$ cat config.mk
export PLATFORM = sky130hd
export DESIGN_NAME = touch_serial_decoder
export DESIGN_NICKNAME = d
export VERILOG_FILES = /design/src/rtl/tsd_pkg.sv /design/src/rtl/tsd_frame_ctrl.sv /design/src/rtl/tsd_regbank.sv /design/src/rtl/touch_serial_decoder.sv
export SDC_FILE = /design/constraint.sdc
export NUM_CORES = 1
export LEC_CHECK = 0
export BUFFER_PORTS_ARGS = -buffer_cell sky130_fd_sc_hd__buf_4
export CAP_MARGIN = 20
export CELL_PAD_IN_SITES_DETAIL_PLACEMENT = 0
export CELL_PAD_IN_SITES_GLOBAL_PLACEMENT = 1
export CORE_ASPECT_RATIO = 0.8
export CORE_MARGIN = 3
export CORE_UTILIZATION = 41
export CTS_CLUSTER_SIZE = 16
export DETAILED_ROUTE_END_ITERATION = 7
export PLACE_DENSITY = 0.83
export SLEW_MARGIN = 30
export SYNTH_ARGS = -nofsm -noshare
export SYNTH_HDL_FRONTEND = slang
export SYNTH_SLANG_ARGS = --single-unit
$ cat constraint.sdc
create_clock -name clk -period 3.3 [get_ports clk]
set_input_delay 0.165 -clock clk [delete_from_list [all_inputs] [get_ports clk]]
set_output_delay 0.165 -clock clk [all_outputs]
set_load 0.03 [all_outputs]
$ cat src/rtl/tsd_pkg.sv
// Shared constants and types of the touch serial decoder.
// Assumes a fixed three-position frame and 4-bit register addresses.
package tsd_pkg;
    localparam int WORD_W     = 16;
    localparam int ADDR_W     = 4;
    localparam int CONV_SLOTS = 7;
    localparam int THR_SLOTS  = 4;

    typedef enum logic [1:0] {
        POS_HDR = 2'd0,
        POS_HI  = 2'd1,
        POS_LO  = 2'd2
    } frame_pos_e;

    localparam logic [ADDR_W-1:0] A_STATUS = 4'h7;
    localparam logic [ADDR_W-1:0] A_THR0   = 4'h8;
    localparam logic [ADDR_W-1:0] A_CFG0   = 4'hC;
    localparam logic [ADDR_W-1:0] A_CFG1   = 4'hD;
    localparam logic [ADDR_W-1:0] A_CFG2   = 4'hE;
    localparam logic [ADDR_W-1:0] A_FUNC   = 4'hF;

    localparam logic [WORD_W-1:0] CFG1_MASK  = 16'h0F07;
    localparam logic [WORD_W-1:0] THR_HI_DEF = 16'h0FFF;
    localparam logic [WORD_W-1:0] THR_LO_DEF = 16'h0000;
    localparam logic [WORD_W-1:0] TEST_FLAGS = 16'h00E0;
endpackage

$ cat src/rtl/tsd_frame_ctrl.sv
// Frame position tracker and first-byte decoder.
// Splits first bytes into commands and register frame headers, captures the
// read word at the header, assembles write words and drives the reply byte.
// Assumes rx_valid is one cycle per byte; rd_word is combinational from rd_addr.
module tsd_frame_ctrl
    import tsd_pkg::*;
#(
    parameter int WORD_W_P = WORD_W,
    parameter int ADDR_W_P = ADDR_W
) (
    input  logic                clk,
    input  logic                rst_n,
    input  logic                rx_valid,
    input  logic [7:0]          rx_byte,
    input  logic [WORD_W_P-1:0] rd_word,
    output logic [ADDR_W_P-1:0] rd_addr,
    output logic                status_rd,
    output logic                cmd_en,
    output logic                cmd_rst,
    output logic [3:0]          cmd_func,
    output logic                cmd_prec,
    output logic                cmd_stop,
    output logic                wr_en,
    output logic [ADDR_W_P-1:0] wr_addr,
    output logic [WORD_W_P-1:0] wr_data,
    output logic [7:0]          tx_byte,
    output logic                pd_ctrl
);
    localparam int BYTE_W = WORD_W_P / 2;

    frame_pos_e          pos_q;
    logic                is_rd_q;
    logic [ADDR_W_P-1:0] addr_q;
    logic [BYTE_W-1:0]   hi_q;
    logic [WORD_W_P-1:0] shadow_q;
    logic                pd_q;
    logic                hdr_stb;
    logic                frame_open;

    // First-byte classification
    always_comb begin
        hdr_stb    = rx_valid && (pos_q == POS_HDR);
        cmd_en     = hdr_stb && rx_byte[7];
        frame_open = hdr_stb && !rx_byte[7] && (rx_byte != 8'h00);
        rd_addr    = rx_byte[6:3];
        status_rd  = frame_open && rx_byte[0] && (rd_addr == A_STATUS);
        cmd_rst    = rx_byte[1];
        cmd_func   = rx_byte[6:3];
        cmd_prec   = rx_byte[2];
        cmd_stop   = rx_byte[0];
    end

    // Write commit at the third byte of a write frame
    always_comb begin
        wr_en   = rx_valid && (pos_q == POS_LO) && !is_rd_q;
        wr_addr = addr_q;
        wr_data = {hi_q, rx_byte};
    end

    // Reply byte for the next slot
    always_comb begin
        tx_byte = 8'h00;
        if (is_rd_q && pos_q == POS_HI) tx_byte = shadow_q[WORD_W_P-1:BYTE_W];
        if (is_rd_q && pos_q == POS_LO) tx_byte = shadow_q[BYTE_W-1:0];
    end

    assign pd_ctrl = pd_q;

    // Frame position and header capture
    always_ff @(posedge clk) begin
        if (!rst_n) begin
            pos_q    <= POS_HDR;
            is_rd_q  <= 1'b0;
            addr_q   <= '0;
            hi_q     <= '0;
            shadow_q <= '0;
            pd_q     <= 1'b0;
        end else if (rx_valid) begin
            case (pos_q)
                POS_HDR: begin
                    if (frame_open) begin
                        pos_q   <= POS_HI;
                        addr_q  <= rd_addr;
                        is_rd_q <= rx_byte[0];
                        pd_q    <= rx_byte[1];
                        if (rx_byte[0]) shadow_q <= rd_word;
                    end
                end
                POS_HI: begin
                    hi_q  <= rx_byte;
                    pos_q <= POS_LO;
                end
                default: pos_q <= POS_HDR;
            endcase
        end
    end

    // a command leaves the decoder waiting for a first byte
    a_r1_cmd_idle: assert property (@(posedge clk) disable iff (!rst_n)
        (rx_valid && pos_q == POS_HDR && rx_byte[7]) |=> (pos_q == POS_HDR));
    // a zero first byte keeps the idle position
    a_r3_zero_idle: assert property (@(posedge clk) disable iff (!rst_n)
        (rx_valid && pos_q == POS_HDR && rx_byte == 8'h00) |=> (pos_q == POS_HDR));
    // the captured read word holds until the next strobe
    a_r4_shadow_hold: assert property (@(posedge clk) disable iff (!rst_n)
        (!rx_valid) |=> $stable(shadow_q));
    // no register write while a header is taken
    a_r5_no_early_write: assert property (@(posedge clk) disable iff (!rst_n)
        (rx_valid && pos_q == POS_HDR) |-> !wr_en);
endmodule

$ cat src/rtl/tsd_regbank.sv
// Register bank of the touch serial decoder.
// Holds configuration, limit registers, flags and sequencer pulses; provides
// the combinational read word for an address. Assumes commands and writes
// never coincide (they come from different frame positions).
module tsd_regbank
    import tsd_pkg::*;
#(
    parameter int WORD_W_P = WORD_W,
    parameter int ADDR_W_P = ADDR_W,
    parameter int CONV_N   = CONV_SLOTS,
    parameter int THR_N    = THR_SLOTS
) (
    input  logic                       clk,
    input  logic                       rst_n,
    input  logic [ADDR_W_P-1:0]        rd_addr,
    output logic [WORD_W_P-1:0]        rd_word,
    input  logic                       status_rd,
    input  logic                       cmd_en,
    input  logic                       cmd_rst,
    input  logic [3:0]                 cmd_func,
    input  logic                       cmd_prec,
    input  logic                       cmd_stop,
    input  logic                       wr_en,
    input  logic [ADDR_W_P-1:0]        wr_addr,
    input  logic [WORD_W_P-1:0]        wr_data,
    input  logic [CONV_N*WORD_W_P-1:0] conv_bus,
    input  logic [WORD_W_P-1:0]        func_active,
    input  logic [WORD_W_P-1:0]        dav_set,
    input  logic                       pwrdn_stat,
    output logic                       seq_reset,
    output logic                       seq_func_req,
    output logic [3:0]                 seq_func,
    output logic                       next_prec,
    output logic                       seq_sense_chg,
    output logic                       sense_en,
    output logic                       host_mode,
    output logic [12:0]                timing_cfg,
    output logic [WORD_W_P-1:0]        cfg1_word,
    output logic [1:0]                 pin_func,
    output logic [13:0]                filter_cfg
);
    localparam int SLOT_N = 8;

    logic                do_rst;
    logic                host_q, sense_q, prec_q;
    logic [12:0]         timing_q;
    logic [WORD_W_P-1:0] cfg1_q;
    logic [1:0]          pin_q;
    logic [13:0]         filter_q;
    logic [3:0]          func_q;
    logic [WORD_W_P-1:0] dav_q;
    logic                seen_q;
    logic                rst_p_q, req_p_q, chg_p_q;
    logic [WORD_W_P-1:0] thr_q [THR_N];
    logic [WORD_W_P-1:0] conv_w [SLOT_N];
    logic [WORD_W_P-1:0] status_w;

    assign do_rst = cmd_en && cmd_rst;

    // Unpack the conversion result bus; the unused slot reads zero
    for (genvar s = 0; s < SLOT_N; s++) begin : g_conv
        if (s < CONV_N) begin : g_used
            assign conv_w[s] = conv_bus[s*WORD_W_P +: WORD_W_P];
        end else begin : g_unused
            assign conv_w[s] = '0;
        end
    end

    // Limit registers; even slots are high limits
    for (genvar t = 0; t < THR_N; t++) begin : g_thr
        localparam logic [ADDR_W_P-1:0] MY_ADDR = A_THR0 + ADDR_W_P'(t);
        localparam logic [WORD_W_P-1:0] MY_DEF  = (t % 2 == 0) ? THR_HI_DEF : THR_LO_DEF;
        // Hold one limit word
        always_ff @(posedge clk) begin
            if (!rst_n || do_rst)                   thr_q[t] <= MY_DEF;
            else if (wr_en && wr_addr == MY_ADDR)   thr_q[t] <= wr_data;
        end
    end

    // Status word assembly
    always_comb begin
        status_w    = dav_q;
        status_w[7] = dav_q[7] | seen_q;
        status_w[2] = dav_q[2] | pwrdn_stat;
    end

    // Read word selection
    always_comb begin
        case (rd_addr)
            A_STATUS: rd_word = status_w;
            A_CFG0:   rd_word = {host_q, !sense_q, prec_q, timing_q};
            A_CFG1:   rd_word = cfg1_q;
            A_CFG2:   rd_word = {pin_q, filter_q};
            A_FUNC:   rd_word = func_active;
            default: begin
                if (rd_addr < A_STATUS)  rd_word = conv_w[rd_addr[2:0]];
                else                     rd_word = thr_q[rd_addr[1:0]];
            end
        endcase
    end

    // Configuration words and command fields
    always_ff @(posedge clk) begin
        if (!rst_n || do_rst) begin
            host_q   <= 1'b0;
            sense_q  <= 1'b0;
            prec_q   <= 1'b0;
            timing_q <= '0;
            cfg1_q   <= '0;
            pin_q    <= '0;
            filter_q <= '0;
            func_q   <= '0;
        end else if (cmd_en) begin
            func_q  <= cmd_func;
            prec_q  <= cmd_prec;
            sense_q <= !cmd_stop;
        end else if (wr_en) begin
            case (wr_addr)
                A_CFG0: begin
                    host_q   <= wr_data[15];
                    sense_q  <= !wr_data[14];
                    prec_q   <= wr_data[13];
                    timing_q <= wr_data[12:0];
                end
                A_CFG1:  cfg1_q <= wr_data & CFG1_MASK;
                A_CFG2: begin
                    pin_q    <= wr_data[15:14];
                    filter_q <= wr_data[13:0];
                end
                default: ;
            endcase
        end
    end

    // Flags and reset-seen; new flag sets win over the status-read clear
    always_ff @(posedge clk) begin
        if (!rst_n || do_rst) begin
            dav_q  <= '0;
            seen_q <= 1'b0;
        end else begin
            dav_q <= (status_rd ? (dav_q & ~TEST_FLAGS) : dav_q) | dav_set;
            if (status_rd) seen_q <= 1'b1;
        end
    end

    // One-cycle pulses toward the sequencer
    always_ff @(posedge clk) begin
        if (!rst_n) begin
            rst_p_q <= 1'b0;
            req_p_q <= 1'b0;
            chg_p_q <= 1'b0;
        end else begin
            rst_p_q <= do_rst;
            req_p_q <= cmd_en && !cmd_rst;
            chg_p_q <= (cmd_en && !cmd_rst && (!cmd_stop != sense_q)) ||
                       (wr_en && wr_addr == A_CFG0 && (!wr_data[14] != sense_q));
        end
    end

    assign seq_reset     = rst_p_q;
    assign seq_func_req  = req_p_q;
    assign seq_func      = func_q;
    assign next_prec     = prec_q;
    assign seq_sense_chg = chg_p_q;
    assign sense_en      = sense_q;
    assign host_mode     = host_q;
    assign timing_cfg    = timing_q;
    assign cfg1_word     = cfg1_q;
    assign pin_func      = pin_q;
    assign filter_cfg    = filter_q;

    // a raised flag is present after the edge unless a reset command hit
    a_r12_set_wins: assert property (@(posedge clk) disable iff (!rst_n)
        ((dav_set != '0) && !do_rst) |=> ((dav_q & $past(dav_set)) == $past(dav_set)));
    // a status read marks reset-seen
    a_r11_seen_set: assert property (@(posedge clk) disable iff (!rst_n)
        (status_rd && !do_rst) |=> seen_q);
    // writes to read-only addresses leave configuration untouched
    a_r10_ro_ignored: assert property (@(posedge clk) disable iff (!rst_n)
        (wr_en && (wr_addr <= A_STATUS || wr_addr == A_FUNC))
        |=> $stable({host_q, sense_q, prec_q, timing_q, cfg1_q, pin_q, filter_q}));
    // a reset pulse is never paired with a function request
    a_r2_reset_excl: assert property (@(posedge clk) disable iff (!rst_n)
        seq_reset |-> !seq_func_req);
endmodule

$ cat src/rtl/touch_serial_decoder.sv
// Top of the touch serial decoder: frame tracking plus register bank.
// Assumes one rx_valid per received byte from an external shifter, and a
// sequencer that consumes the one-cycle pulses.
module touch_serial_decoder
    import tsd_pkg::*;
(
    input  logic                         clk,
    input  logic                         rst_n,
    input  logic                         rx_valid,
    input  logic [7:0]                   rx_byte,
    output logic [7:0]                   tx_byte,
    input  logic [CONV_SLOTS*WORD_W-1:0] conv_bus,
    input  logic [WORD_W-1:0]            func_active,
    input  logic [WORD_W-1:0]            dav_set,
    input  logic                         pwrdn_stat,
    output logic                         seq_reset,
    output logic                         seq_func_req,
    output logic [3:0]                   seq_func,
    output logic                         next_prec,
    output logic                         seq_sense_chg,
    output logic                         sense_en,
    output logic                         host_mode,
    output logic [12:0]                  timing_cfg,
    output logic [WORD_W-1:0]            cfg1_word,
    output logic [1:0]                   pin_func,
    output logic [13:0]                  filter_cfg,
    output logic                         pd_ctrl
);
    logic [ADDR_W-1:0] rd_addr, wr_addr;
    logic [WORD_W-1:0] rd_word, wr_data;
    logic              status_rd, cmd_en, cmd_rst, cmd_prec, cmd_stop, wr_en;
    logic [3:0]        cmd_func;

    tsd_frame_ctrl u_frame (
        .clk(clk), .rst_n(rst_n), .rx_valid(rx_valid), .rx_byte(rx_byte),
        .rd_word(rd_word), .rd_addr(rd_addr), .status_rd(status_rd),
        .cmd_en(cmd_en), .cmd_rst(cmd_rst), .cmd_func(cmd_func),
        .cmd_prec(cmd_prec), .cmd_stop(cmd_stop), .wr_en(wr_en),
        .wr_addr(wr_addr), .wr_data(wr_data), .tx_byte(tx_byte),
        .pd_ctrl(pd_ctrl)
    );

    tsd_regbank u_regs (
        .clk(clk), .rst_n(rst_n), .rd_addr(rd_addr), .rd_word(rd_word),
        .status_rd(status_rd), .cmd_en(cmd_en), .cmd_rst(cmd_rst),
        .cmd_func(cmd_func), .cmd_prec(cmd_prec), .cmd_stop(cmd_stop),
        .wr_en(wr_en), .wr_addr(wr_addr), .wr_data(wr_data),
        .conv_bus(conv_bus), .func_active(func_active), .dav_set(dav_set),
        .pwrdn_stat(pwrdn_stat), .seq_reset(seq_reset),
        .seq_func_req(seq_func_req), .seq_func(seq_func),
        .next_prec(next_prec), .seq_sense_chg(seq_sense_chg),
        .sense_en(sense_en), .host_mode(host_mode), .timing_cfg(timing_cfg),
        .cfg1_word(cfg1_word), .pin_func(pin_func), .filter_cfg(filter_cfg)
    );
endmodule

==> impl_summary.txt, run 1 <==
----------------------------------------------------
[Outcome]
  Status ... finished, final reports clean

[Placement]
  Total placed instance area ... 0.009704 mm2
  Weighted congestion at the end of routability-driven global placement ... 0.8726
  Dpl hpwl ... 18,690 um
  Buffers added on ports ... 210

[Hold path]
  Hold Path Origin ... rx_valid
  Capture endpoint of the worst hold path ... u_frame.hi_q[0]
  Cells on Worst Hold Path ... 3
  Hold crit path type ... primary input to register

[Logic synthesis]
  Syn_area_per_cell ... 10.76 um2
  Share of Yosys cell area claimed by the top area cell type ... 23.88%
  Post-synth ARST share ... 0%
  Most common library cells after synthesis ... sky130_fd_sc_hd__nor2_1 (99), sky130_fd_sc_hd__dfxtp_1 (95), sky130_fd_sc_hd__mux2i_1 (67), sky130_fd_sc_hd__edfxtp_1 (64), sky130_fd_sc_hd__nand2_1 (42)
  Synthesized instance count ... 748
  Number of enable flip-flop cells after synthesis ... 64
  Leading register cell type out of synthesis ... sky130_fd_sc_hd__dfxtp_1
  Unique masters post-synth ... 59
  Sequential element share of the synthesized area ... 47.51%
  Cell area after synthesis ... 0.008048 mm2
  Yosys warnings ... 0
  Count of state elements after synthesis ... 159
  Cell with the most instances after synthesis ... sky130_fd_sc_hd__nor2_1
  Library cell occupying the most area in the post-synthesis netlist ... sky130_fd_sc_hd__edfxtp_1
  Dominant cells by area after synthesis ... sky130_fd_sc_hd__edfxtp_1 (24%), sky130_fd_sc_hd__dfxtp_1 (24%), sky130_fd_sc_hd__mux4_2 (10%), sky130_fd_sc_hd__mux2i_1 (8.3%), sky130_fd_sc_hd__nor2_1 (4.6%)

[Routing]
  DRT iter0 DRCs ... 535
  Uppermost routed layer ... met4
  Total number of vias ... 6,688
  WL met3 ... 2139 um
  Routed WL per cell ... 21.42 um
  Detailed-router iteration count before antenna repair ... 5
  Number of nets with antenna violations after routing ... 0
  Post-detailed-routing wire length ... 26,050 um
  Post-detailed-route DRC marker count ... 0
  Detailed-route vias per instance ... 5.500
  Routed length on met2 ... 11,820 um
  M1 WL ... 11,550 um

[STA]
  Min Clock Period, post-route ... 2.529 ns
  Final period utilization ... 76.64%
  Slew at the pin closest to its max-slew limit ... 0.9993 ns
  Layout Skew ... 0.01450 ns
  Setup TNS Final ... 0 ns
  RSZ-0062 raised after global routing ... no
  Achievable Freq ... 395.4 MHz
  Normalized max-slew margin ... 33.25%
  Number of hold violations in the final report ... 0
  Setup-violating endpoint count in the final report ... 0
  Max Slew Vio Count ... 0

[Clock tree]
  TritonCTS clock tree ... built
  Number of H-tree levels ... 4
  Clk Latency, worst-skew pair ... 0.44 ns
  Clk buf depth ... 2
  Buffers inserted during post-CTS setup optimization ... 0
  CTS sink cnt ... 159
  TritonCTS Buffers ... 17
  Root cell of the clock tree ... sky130_fd_sc_hd__clkbuf_16
  Clock slew at the register clock pins of the worst setup and hold paths ... 0.07 ns

[Finish]
  Net count, final ... 1,101
  Final core area utilization ... 54.58%
  Final Instance Area ... 0.01045 mm2
  Ratio of cells with drive above 1 in the final layout ... 32.88%
  Antenna Diode Count ... 0
  Area grow syn2layout ... 29.84%

[Setup path]
  Startpoint-to-endpoint class of the critical path ... register to output pin
  R2r startpoint ... u_frame.pos_q[1]
  Cell-by-cell listing of the critical path ... nor2b_1 > a22oi_1 > nor2b_1 > buf_4
  Worst EP required ... 3.13 ns
  Critical-path top delay cell ... sky130_fd_sc_hd__nor2b_1
  R2r endpoint ... u_regs.thr_q[0][0]
  CP max FO ... 12
  Crit path capture type ... output pin
  Cell count of the worst reg-to-reg path ... 6
  Max incr delay on CP ... 0.82 ns
  Cell repeated most along the worst path ... sky130_fd_sc_hd__nor2b_1
  Worst endpoint data arrival time ... 2.36 ns
  Critical path startpoint category ... register
  Register-to-Register Setup Slack ... 0.82 ns

[Run]
  Number of violations of the max-capacitance limit ... 0

[GRT]
  First-pass GRT wire length ... 39,230 um
  Number of antenna violations at the first check in global routing ... 0
  Total Routing Usage GR ... 24.12%
  Largest net degree at the start of global routing ... 61
  Via count of the first global-routing pass ... 6,436
  Overall overflow remaining after global route ... 0

[Floorplan]
  Number of core rows ... 45
  Initial core utilization ... 42.04%
  Top-level port count ... 220
  Die Outline Area ... 0.02136 mm2
  Die outline height ... 131.3 um
  Placeable core region ... 0.01914 mm2
  Chip width ... 162.6 um

[Power]
  Pleak ... 4.337 nW
  Power per cell area ... 445.7 mW/mm2
  Maximum ir drop on the vdd rail ... 0.2902 mV
  Total power after layout ... 4.657 mW

----------------------------------------------------
kinds of logic (layout without fill, tap and decap cells):
family	Yosys count	in the layout	synth area share, %
buffers and inverters	81	283	5.270
and+or+nand+nor	260	260	16.60
other	1	9	0.04660
DFF	159	159	47.51
AOI/OAI and AO/OA	132	132	10.54
muxes	113	113	19.81
xor gates and xnor gates	2	2	0.2177
worst max-delay path by stage:
stage	start	to	slack [ns]	cells after the start
3_5_place_dp	u_frame.pos_q[1]	u_regs.thr_q[0][0]	0.86	6
2_1_floorplan	u_frame.pos_q[1]	u_regs.thr_q[0][0]	0.59	6
6_report	u_frame.pos_q[0]	tx_byte[4]	0.77	4
5_1_grt	u_frame.pos_q[0]	tx_byte[4]	0.65	4
4_1_cts	u_frame.pos_q[0]	tx_byte[4]	0.79	4
3_3_place_gp	u_frame.pos_q[1]	u_regs.thr_q[0][0]	0.93	6
per-layer routing:
| layer | vias to the layer above | GRT usage [%] |
|---|---|---|
| met2 | 308 | 36.38 |
| li1 | 3101 | - |
| met3 | 31 | 5.484 |
| met4 | 0 | 6.811 |
| met1 | 3248 | 34.91 |
| met5 | - | 0 |
power breakdown:
part	internal, mW	total, mW	switching (mW)
Combinational	0.291	0.600	0.309
Sequential	2.10	2.14	0.0390
Clock	1.00	1.92	0.916
sequential cells by signal (all words and copies together) (netlist names):
| name | count |
|---|---|
| u_regs.filter_cfg | 14 |
| u_frame.shadow_q | 16 |
| u_frame.pos_q | 2 |
| u_regs.seq_sense_chg | 1 |
| u_regs.seq_func_req | 1 |
| u_frame.pd_ctrl | 1 |
| u_regs.seen_q | 1 |
| u_regs.host_mode | 1 |
| u_regs.next_prec | 1 |
| u_frame.is_rd_q | 1 |
| u_regs.cfg1_word | 7 |
| u_regs.seq_reset | 1 |
| u_regs.timing_cfg | 13 |
| u_frame.wr_addr | 4 |
| u_regs.dav_q | 16 |
| u_frame.hi_q | 8 |
| u_regs.thr_q | 64 |
| u_regs.seq_func | 4 |
| u_regs.pin_func | 2 |
| u_regs.sense_en | 1 |
cell type report:
class | instances | area [um2]
fill | 1743 | 8695
multi-input combinational | 516 | 3835
sequential | 159 | 3824
timing repair buffer | 242 | 1859
clock buffer | 17 | 425.4
tap | 258 | 322.8
clock inverter | 15 | 148.9
inverter | 9 | 33.78
timing repair:
| action | in CTS | in global routing |
|---|---|---|
| hold endpoints to repair | 17 | 0 |
| resized for setup | 0 | 0 |
| hold buffers | 17 | 0 |
placed cells by master, fill, tap and decap left out, drive strengths merged, types with 29 or more instances in the layout:
master and count:
buf 225, dfxtp 95, edfxtp 64, nor2 100, mux4 36, nand2 43, mux2i 67, nand2b 29
a21oi 41, and2 40
critical path, delay by kind of cell, from the launching register on:
family                 cells  cell delay, ns
buffers and inverters      1            0.22
flip-flops                 1            0.42
AND/OR/NAND/NOR            2            1.14
AO/OA/AOI/OAI              1            0.15
metrics by stage:
stage / setup slack [ns] / cells / hold slack, ns
4_1_cts: 0.7941 / 1216 / 0.05039
5_1_grt: 0.6518 / 1216 / 0.06734
2_1_floorplan: 0.5903 / 756 / 0.2808
3_3_place_gp: 0.9320 / 1167 / 0.3694
3_5_place_dp: 0.8558 / 1167 / 0.3772
6_report: 0.7707 / 1216 / 0.06611
(Power assumes the default switching activity.)
==> run 2, diff against run 1 <==
- clock period: 3.3 -> 2.4 ns (I/O delays scaled with it)
==> run 2 against run 1 <==
  * Via count about the same
  * Setup slack worse by 0.53 ns
  * Wire length fell by 0.95%
==> impl_summary.txt, run 2 (synthesis gave the netlist of run 1 again) <==
----------------------------------------------------
[Floorplan]
  Die Outline Area ... 0.02136 mm2 (unchanged)
  Top-level port count ... 220 (unchanged)
  Chip width ... 162.6 um (unchanged)
  Initial core utilization ... 42.04% (unchanged)
  Number of core rows ... 45 (unchanged)
  Placeable core region ... 0.01914 mm2 (unchanged)
  Die outline height ... 131.3 um (unchanged)

[STA]
  Layout Skew ... 0.007948 ns (-0.006554 ns)
  Max Slew Vio Count ... 0 (unchanged)
  RSZ-0062 raised after global routing ... no
  Achievable Freq ... 464.0 MHz
  Normalized max-slew margin ... 53.73% (+20 points)
  Final period utilization ... 89.79%
  Setup-violating endpoint count in the final report ... 0 (unchanged)
  Number of hold violations in the final report ... 0 (unchanged)
  Slew at the pin closest to its max-slew limit ... 0.6765 ns (-0.3228 ns)
  Min Clock Period, post-route ... 2.155 ns

[Finish]
  Ratio of cells with drive above 1 in the final layout ... 34.12% (+1.2 points)
  Area grow syn2layout ... 32.62%
  Net count, final ... 1,119 (+1.6%)
  Antenna Diode Count ... 0 (unchanged)
  Top reg by flops ... u_regs.thr_q
  Registers with the highest flip-flop counts ... u_regs.thr_q: 64 flops, u_frame.shadow_q: 16 flops, u_regs.dav_q: 16 flops
  Final Instance Area ... 0.01067 mm2 (+2.1%)
  Flip-flop count of the largest register, all copies and words added ... 64 (unchanged)
  Commonest non-fill, non-tap cell in the layout ... sky130_fd_sc_hd__buf_4
  Most frequent cells in the layout ... sky130_fd_sc_hd__buf_4 (240), sky130_fd_sc_hd__nor2_1 (99), sky130_fd_sc_hd__dfxtp_1 (95), sky130_fd_sc_hd__mux2i_1 (67), sky130_fd_sc_hd__edfxtp_1 (64)
  Count of placed standard cells in the final layout, fillers left out ... 1,234 (+1.5%)

[Setup path]
  Critical Path Source ... u_frame.pos_q[1]
  Critical-path top delay cell ... sky130_fd_sc_hd__nor3_4
  Critical path startpoint category ... register
  Crit path capture type ... register
  Number of buffers and inverters on the critical path ... 1 (unchanged)
  Worst EP required ... 2.69 ns (-0.44 ns)
  CP max FO ... 15 (+3)
  Top delay family on crit path ... simple AND/OR/NAND/NOR gates
  Startpoint-to-endpoint class of the critical path ... register to register
  Cell-by-cell listing of the critical path ... nor2b_1 > and2_4 > nand2b_1 > buf_4 > nor3_4 > and2_1
  Worst endpoint data arrival time ... 2.45 ns (+0.09 ns)
  Max incr delay on CP ... 0.48 ns (-0.34 ns)
  R2r startpoint ... u_frame.pos_q[1]

[GRT]
  Via count of the first global-routing pass ... 6,490 (+0.84%)
  Largest net degree at the start of global routing ... 61 (unchanged)
  Total Routing Usage GR ... 23.46% (-0.66 points)
  Number of antenna violations at the first check in global routing ... 0 (unchanged)
  First-pass GRT wire length ... 38,360 um (-2.2%)
  Overall overflow remaining after global route ... 0 (unchanged)

[Clock tree]
  Buffers inserted during post-CTS setup optimization ... 0 (unchanged)
  Clock slew at the register clock pins of the worst setup and hold paths ... 0.07 ns (about the same)
  Clk Latency, worst-skew pair ... 0.43 ns (about the same)
  TritonCTS clock tree ... built
  TritonCTS Buffers ... 17 (unchanged)
  CTS sink cnt ... 159 (unchanged)
  Clk buf depth ... 2 (unchanged)
  Number of H-tree levels ... 4 (unchanged)
  Root cell of the clock tree ... sky130_fd_sc_hd__clkbuf_16

[Outcome]
  Status ... finished, final reports clean

[Run]
  Number of violations of the max-capacitance limit ... 0 (unchanged)

[Routing]
  Post-detailed-route DRC marker count ... 0 (unchanged)
  Routed WL per cell ... 20.91 um (-2.4%)
  Number of nets with antenna violations after routing ... 0 (unchanged)
  Post-detailed-routing wire length ... 25,800 um (-0.95%)
  DRT iter0 DRCs ... 704 (+32%)
  Detailed-route vias per instance ... 5.421 (-1.4%)
  Detailed-router iteration count before antenna repair ... 6 (+1)
  Total number of vias ... 6,690 (+0.030%)

[Placement]
  Buffers added on ports ... 210 (unchanged)
  Total placed instance area ... 0.009877 mm2 (+1.8%)
  Weighted congestion at the end of routability-driven global placement ... 0.8646 (-0.92%)
  Dpl hpwl ... 18,600 um (-0.52%)
  Cell count after placement ... 1,185 (+1.5%)

[Hold path]
  Hold crit path type ... primary input to register
  Hold Path Origin ... rx_byte[1]

[Power]
  Power per cell area ... 624.5 mW/mm2 (+40%)
  Maximum ir drop on the vdd rail ... 0.4721 mV (+63%)
  Pleak ... 4.468 nW (+3.0%)

----------------------------------------------------
==> run 2: cell types whose count changed in the layout (fill, tap and decap cells not counted), sizes merged <==
cell      previous run  this run
clkbuf              17        18
buf                225       243
inv                 17        14
bufinv               0         3
clkinvlp             2         1
==> run 2: final timing paths <==
check	end	slack [ns]	depth (start not counted)
hold / removal	u_regs.seq_func_req	0.02	2
setup reg to reg	u_regs.thr_q[1][3]	0.25	6
setup / recovery	u_regs.thr_q[1][3]	0.25	6
hold reg to reg	u_regs.seen_q	0.45	2
==> run 2: layout make-up <==
cell class | count | area, um2
multi-input combinational | 516 | 3835
fill | 1712 | 8471
tap | 258 | 322.8
sequential | 159 | 3824
inverter | 9 | 33.78
timing repair buffer | 260 | 2032
clock buffer | 18 | 450.4
clock inverter | 14 | 175.2
==> run 2: stage by stage <==
step                hold slack [ns]  TNS [ns]  worst slack (ns)  power, mW  utilization, %
finish                      0.02299         0            0.2450      6.665           55.75
global route                0.01813         0            0.1138      6.860           55.75
CTS                         0.01190         0            0.2622      6.680           55.75
detailed placement           0.3321         0            0.2769      3.811           51.59
global placement             0.3249         0            0.3830      3.800           51.59
floorplan                    0.2358    -11.00           -0.2293      3.442               -
==> run 2: worst reg2reg max path: stages, from the launching register on <==
cell	delay, ns
sky130_fd_sc_hd__dfxtp_1	0.42
sky130_fd_sc_hd__nor2b_1	0.21
sky130_fd_sc_hd__and2_4	0.17
sky130_fd_sc_hd__nand2b_1	0.26
sky130_fd_sc_hd__buf_4	0.27
sky130_fd_sc_hd__nor3_4	0.48
sky130_fd_sc_hd__and2_1	0.22
==> run 2: layer usage <==
metal	share of wire [%]	GRT usage, %	up-vias
met5	0	0	-
met4	1.1	4.650	0
met3	8.9	5.704	26
met2	46	36.66	317
met1	44	33.44	3217
li1	-	-	3130
==> run 2: power breakdown <==
group	internal [mW]	switching [mW]	leakage, nW
registers	2.89	0.0499	1.36
clock network	1.72	1.17	0.309
logic	0.417	0.426	2.80
total	5.02	1.64	4.47
==> run 2: what timing repair did <==
action                    in CTS  in global routing
resized for setup              0                  0
hold buffers                  17                  0
hold endpoints to repair      17                  0
